File: src/rtl/sat_flag_pkg.sv
package sat_flag_pkg;
  localparam int DEF_NUM_CH = 2;
  localparam int DEF_HOLD_PERIODS = 4096;

  // Width of a down-counter that must represent HOLD-1 .. 0
  function automatic int hold_cnt_w(input int periods);
    return (periods <= 2) ? 1 : $clog2(periods);
  endfunction
endpackage

File: src/rtl/sat_pair_detect.sv
module sat_pair_detect (
  input  logic clk,
  input  logic rst,
  input  logic pd_n,
  input  logic smp_valid,
  input  logic smp_over,
  output logic pair_hit
);
  logic prev_over;

  always_ff @(posedge clk) begin
    if (rst || !pd_n)
      prev_over <= 1'b0;
    else if (smp_valid)
      prev_over <= smp_over;
  end

  assign pair_hit = pd_n & smp_valid & smp_over & prev_over;
endmodule

File: src/rtl/sat_hold_timer.sv
module sat_hold_timer #(
  parameter int HOLD_PERIODS = sat_flag_pkg::DEF_HOLD_PERIODS,
  parameter int CNT_W        = sat_flag_pkg::hold_cnt_w(HOLD_PERIODS)
) (
  input  logic clk,
  input  logic rst,
  input  logic pd_n,
  input  logic restart,
  input  logic frame_tick,
  output logic flag
);
  localparam logic [CNT_W-1:0] LOAD_VAL = CNT_W'(HOLD_PERIODS - 1);

  logic [CNT_W-1:0] remain;

  always_ff @(posedge clk) begin
    if (rst || !pd_n) begin
      flag   <= 1'b0;
      remain <= '0;
    end else if (restart) begin
      flag   <= 1'b1;
      remain <= LOAD_VAL;
    end else if (flag && frame_tick) begin
      if (remain == '0)
        flag <= 1'b0;
      else
        remain <= remain - 1'b1;
    end
  end
endmodule

File: src/rtl/sat_flag_stretch.sv
module sat_flag_stretch #(
  parameter int NUM_CH       = sat_flag_pkg::DEF_NUM_CH,
  parameter int HOLD_PERIODS = sat_flag_pkg::DEF_HOLD_PERIODS
) (
  input  logic              clk,
  input  logic              rst,
  input  logic              pd_n,
  input  logic              frame_tick,
  input  logic [NUM_CH-1:0] smp_valid,
  input  logic [NUM_CH-1:0] smp_over,
  output logic [NUM_CH-1:0] ovr_flag
);
  localparam int CNT_W = sat_flag_pkg::hold_cnt_w(HOLD_PERIODS);

  logic [NUM_CH-1:0] pair_hit;

  for (genvar c = 0; c < NUM_CH; c++) begin : g_lane
    sat_pair_detect u_detect (
      .clk       (clk),
      .rst       (rst),
      .pd_n      (pd_n),
      .smp_valid (smp_valid[c]),
      .smp_over  (smp_over[c]),
      .pair_hit  (pair_hit[c])
    );

    sat_hold_timer #(
      .HOLD_PERIODS (HOLD_PERIODS),
      .CNT_W        (CNT_W)
    ) u_timer (
      .clk        (clk),
      .rst        (rst),
      .pd_n       (pd_n),
      .restart    (pair_hit[c]),
      .frame_tick (frame_tick),
      .flag       (ovr_flag[c])
    );
  end
endmodule

File: config.mk
export PLATFORM = sky130hd
export DESIGN_NAME = sat_flag_stretch
export DESIGN_NICKNAME = d
export VERILOG_FILES = /design/src/rtl/sat_flag_pkg.sv /design/src/rtl/sat_pair_detect.sv /design/src/rtl/sat_hold_timer.sv /design/src/rtl/sat_flag_stretch.sv
export SDC_FILE = /design/constraint.sdc
export NUM_CORES = 1
export LEC_CHECK = 0
export CORE_ASPECT_RATIO = 2
export CORE_UTILIZATION = 35
export DETAILED_ROUTE_END_ITERATION = 10
export DONT_BUFFER_PORTS = 1
export SLEW_MARGIN = 5
export SYNTH_ARGS = -nofsm -noshare
export SYNTH_HDL_FRONTEND = slang
export SYNTH_SLANG_ARGS = --single-unit
File: constraint.sdc
create_clock -name clk -period 3.3 [get_ports clk]
set_input_delay 0.66 -clock clk [delete_from_list [all_inputs] [get_ports clk]]
set_output_delay 0.66 -clock clk [all_outputs]
set_load 0.02 [all_outputs]
# Word-level counts from Yosys, hierarchy flattened
# Index checks and enable logic that the tools add are counted.
# word_totals
reg_bits	28
latchBits	0
ram_bits	0
mem_bits_ro	0
input_bits	8
wordCells	42
mem_count	0
# op_classes
n_addsub	2
multipliers	0
div	0
order_cmp	0
n_eq_ne	2
n_shift	0
muxes	12
bitwise	6
n_reduce_logical	14
# op_table
op	n
$mux W12	6
$logic_not A12 Y1	2
$sub A12 B1 Y12 const B	2
$reduce_and A2 Y1	4
$reduce_bool A2 Y1	4
$and A1 B1 Y1	6
$mux W1	6
$ne A2 B2 Y1 const B	2
$logic_and A1 B1 Y1	2
$logic_not A1 Y1	1
$logic_or A1 B1 Y1	1

# Depth between registers and ports, before layout
# logic_depth
word_depth	5
mapped_depth	6

# Modules after synthesis
# A second synthesis with hierarchy kept.
# unflattened
hier_cells	188
hier_area_um2	1584.0
# modules_own_cells
module	instances	cells_each	area_per_inst_um2
sat_hold_timer	2	90	739.5
sat_pair_detect	2	4	52.6

# Worst setup path after synthesis
# No wires, ideal clock.
# synth_timing
kind	input-to-reg
from	input port frame_tick
to	register g_lane[1].u_timer.remain[5]
setup_time_ns	0.074
arrival_time_ns	1.627
required_time_ns	3.226
slack_ns	1.599
cell_stages	3
path_buffers	0
cell_sequence	nand4bb_1 or4b_2 a31oi_1
# synth_between
elab_chain_len	3
# synth_lines
item	line_no	rtl
start: declaration	sat_flag_stretch.sv:8	input logic frame_tick,
$logic_and A1 B1 Y1	sat_hold_timer.sv:23	end else if (flag && frame_tick) begin
$reduce_bool A2 Y1 (no source line)	n/a	
$reduce_and A2 Y1 (no source line)	n/a	
end signal: assignment	sat_hold_timer.sv:27	remain <= remain - 1'b1;
end: declaration	sat_hold_timer.sv:14	logic [CNT_W-1:0] remain;
# Every way passes these cells.
# A chain may end at the register's enable or synchronous reset.

# Final worst setup path
# layout_timing
from	register g_lane[1].u_timer.remain[2]
to	register g_lane[1].u_timer.remain[1]
# layout_between
elab_chain_len	3
# layout_lines
item	line_no	rtl
$logic_not A12 Y1	sat_hold_timer.sv:24	if (remain == '0)
$ne A2 B2 Y1 (no source line)	n/a	
$reduce_and A2 Y1 (no source line)	n/a	
# Every way passes these cells.

==> results.json <==
{
  "yosys.area.top_type": "dfxtp_1",
  "synth_fp_nets": 190,
  "cp-end-kind": "flop",
  "clock-sinks": 28,
  "max_clock_freq_mhz": 499.1,
  "die_area_um2": 4716,
  "crit_type": "reg2reg",
  "cts_resized": 0,
  "clk_latency_ns": 0.28,
  "synth_edf_count": 0,
  "portBuffers": 0,
  "die_h_um": 96.12,
  "synth_area_leaders": "dfxtp_1 (36%), a31oi_1 (5.2%), nor2_1 (4.8%), ha_1 (3.2%), nand4_1 (3.2%)",
  "synth_top_area_frac": 0.3616,
  "drtIter0Drc": 30,
  "finalCritPeriodShare": 0.6072,
  "status": "finished, final reports clean",
  "drive_above_1_share": 0.1029,
  "grt_use_total": 0.1754,
  "ys_ff_latch": 28,
  "place_congestion": 0.8241,
  "nFillCells": 423,
  "core_area_um2": 4170,
  "swShare": 0.2032,
  "numCtsBuffers": 3,
  "grt_pass1_wl_mm": 6.451,
  "tns_ns": 0,
  "crit_required_ns": 3.46,
  "syn2layout_area_growth_pct": 6.537,
  "grt_max_degree": 31,
  "grt_pass1_vias": 1462,
  "antenna_found_initial": 0,
  "drt-total-wl_mm": 3.895,
  "dr.pass1.iters": 4,
  "finalHoldViolCount": 0,
  "slew_headroom": 0.2252,
  "cap_violations": 0,
  "drtAntennaViolNets": 0,
  "placed_area_um2": 1580,
  "ys_async_sr_fraction": 0,
  "synth_ff_type": "dfxtp_1",
  "hp-class": "in2reg",
  "comb_power_share": 0.038,
  "p_int_mw": 0.5099,
  "cts.reportedPaths.clkPinSlew_ns": 0.11,
  "htreeDepth": 1,
  "power_density_nw_per_um2": 387.5,
  "syn_area_um2": 1550,
  "layout_min_cycle_time_ns": 2.004,
  "ys_top_cells_by_count": "dfxtp_1 (28), nor2_1 (20), a31oi_1 (13)",
  "maxSlewViolCount": 0,
  "ys_warn_count": 0,
  "cp-start-kind": "flop",
  "wl_met3_um": 146,
  "wl_met1_mm": 1.456,
  "rsz0062_at_grt": "false",
  "cts-root-buf": "clkbuf_8",
  "gr-total-overflow": 0,
  "start_util": 0.3717,
  "fin_area_um2": 1652,
  "rows": 33,
  "yosysMostFrequentCell": "dfxtp_1",
  "p_seq_frac": 0.535,
  "worst-path-max-fanout": 12,
  "skew_ns": 0.01678,
  "nets": 188,
  "cts_tree": "yes",
  "via_per_inst": 6.295,
  "top_layer_used": "met4",
  "p_clk_frac": 0.428,
  "antenna_cells": 0,
  "p_leak_nw": 0.5533,
  "synth.avg_cell_area_um2": 8.709,
  "met2_wirelength_mm": 2.176,
  "num_io_pins": 10,
  "hpwl_mm": 2.911,
  "irDropWorstVdd_v": 0.0002098,
  "num_vias": 1429,
  "holdBufCountCts": 0,
  "ys_types": 49,
  "routedWlPerCell_um": 17.16,
  "drc_errors": 0,
  "cts_max_path_buffers": 2,
  "arrival_ns": 2.17,
  "netlist_instances": 178,
  "fp.dieW_um": 49.06,
  "setup_viol": 0,
  "tightest_slew_ns": 1.162,
  "p_switching_mw": 0.1301,
  "seq_area_frac_synth": 0.3616,
  "postCtsSetupRepairBufs": 0
}
[flip-flops by register name, summed over array words and instances (netlist names)]
signal	cells
g_lane.u_timer.flag	2
g_lane.u_detect.prev_over	2
g_lane.u_timer.remain	24
[path summary, 6_finish.rpt]
| kind | start | endpoint | slack [ns] | cells past startpoint |
|---|---|---|---|---|
| setup / recovery | g_lane[1].u_timer.remain[2]$_SDFFE_PP0P_ | g_lane[1].u_timer.remain[1]$_SDFFE_PP0P_ | 1.30 | 4 |
| hold / removal | smp_over[1] | g_lane[1].u_detect.prev_over$_SDFFE_PP0P_ | 0.53 | 2 |
| setup reg to reg | g_lane[1].u_timer.remain[2]$_SDFFE_PP0P_ | g_lane[1].u_timer.remain[1]$_SDFFE_PP0P_ | 1.30 | 4 |
| hold reg to reg | g_lane[0].u_timer.remain[7]$_SDFFE_PP0P_ | g_lane[0].u_timer.remain[7]$_SDFFE_PP0P_ | 0.54 | 2 |
[cells in the final DEF (no fill, tap or decap), drive strengths merged, types with 2 or more instances in the layout]
cell type,count
dfxtp,28
nor2,20
a31oi,13
inv,8
a21oi,8
nand4,8
nand2,7
o21ai,7
nand3,6
a211oi,6
a311oi,5
nor4,5
or3,4
xnor2,4
ha,4
nor3,4
and2,3
clkbuf,3
nand3b,2
o211ai,2
a31o,2
and4,2
mux2i,2
a21bo,2
and3,2
or4,2
or4b,2
[metrics by stage]
stage	power, mW	utilization	std cells	hold WS (ns)	setup WS [ns]
after floorplan	0.3691	-	178	0.4762	1.599
after global placement	0.3730	0.3789	223	0.4961	1.279
after detailed placement	0.3739	0.3789	223	0.5217	1.217
after CTS	0.6489	0.3960	227	0.5201	1.285
after global routing	0.6644	0.3960	227	0.5444	1.034
final	0.6400	0.3960	227	0.5257	1.296
[area by class of cell]
class | count | area (um^2) | share of cell area
clock inverter | 1 | 30.03 | 0.01818
clock buffer | 3 | 41.29 | 0.02500
multi-input combinational | 135 | 924.6 | 0.5598
sequential | 28 | 560.5 | 0.3394
inverter | 8 | 30.03 | 0.01818
tap | 52 | 65.06 | 0.03939
[layer usage]
layer / vias to the layer above / track usage
met5: - / 0
li1: 683 / -
met2: 39 / 0.3288
met1: 697 / 0.1745
met4: 0 / 0.1152
met3: 10 / 0.02686
[critical path: stages, from the launching register on]
cell	delay (ns)
dfxtp_1	0.38
nor4_1	0.43
nand4_1	0.47
and2_1	0.36
a311oi_1	0.25
[power by group through the flow]
| stage | Combinational (mW) | Sequential, mW | Clock (mW) |
|---|---|---|---|
| global placement | 0.0231 | 0.350 | 0 |
| floorplan | 0.0199 | 0.349 | 0 |
| finish | 0.0240 | 0.342 | 0.274 |
| CTS | 0.0240 | 0.342 | 0.283 |
| detailed placement | 0.0238 | 0.350 | 0 |
| global route | 0.0268 | 0.343 | 0.295 |
[cells by family after synthesis]
group | after synthesis | share of synthesized area
compound gates | 51 | 0.2316
xor+xnor | 4 | 0.02260
fa+ha+maj | 4 | 0.03229
buf+inv | 15 | 0.04196
flops | 28 | 0.3616
mux | 2 | 0.01291
simple gates | 74 | 0.2970
Power figures use the tool's default switching activity.
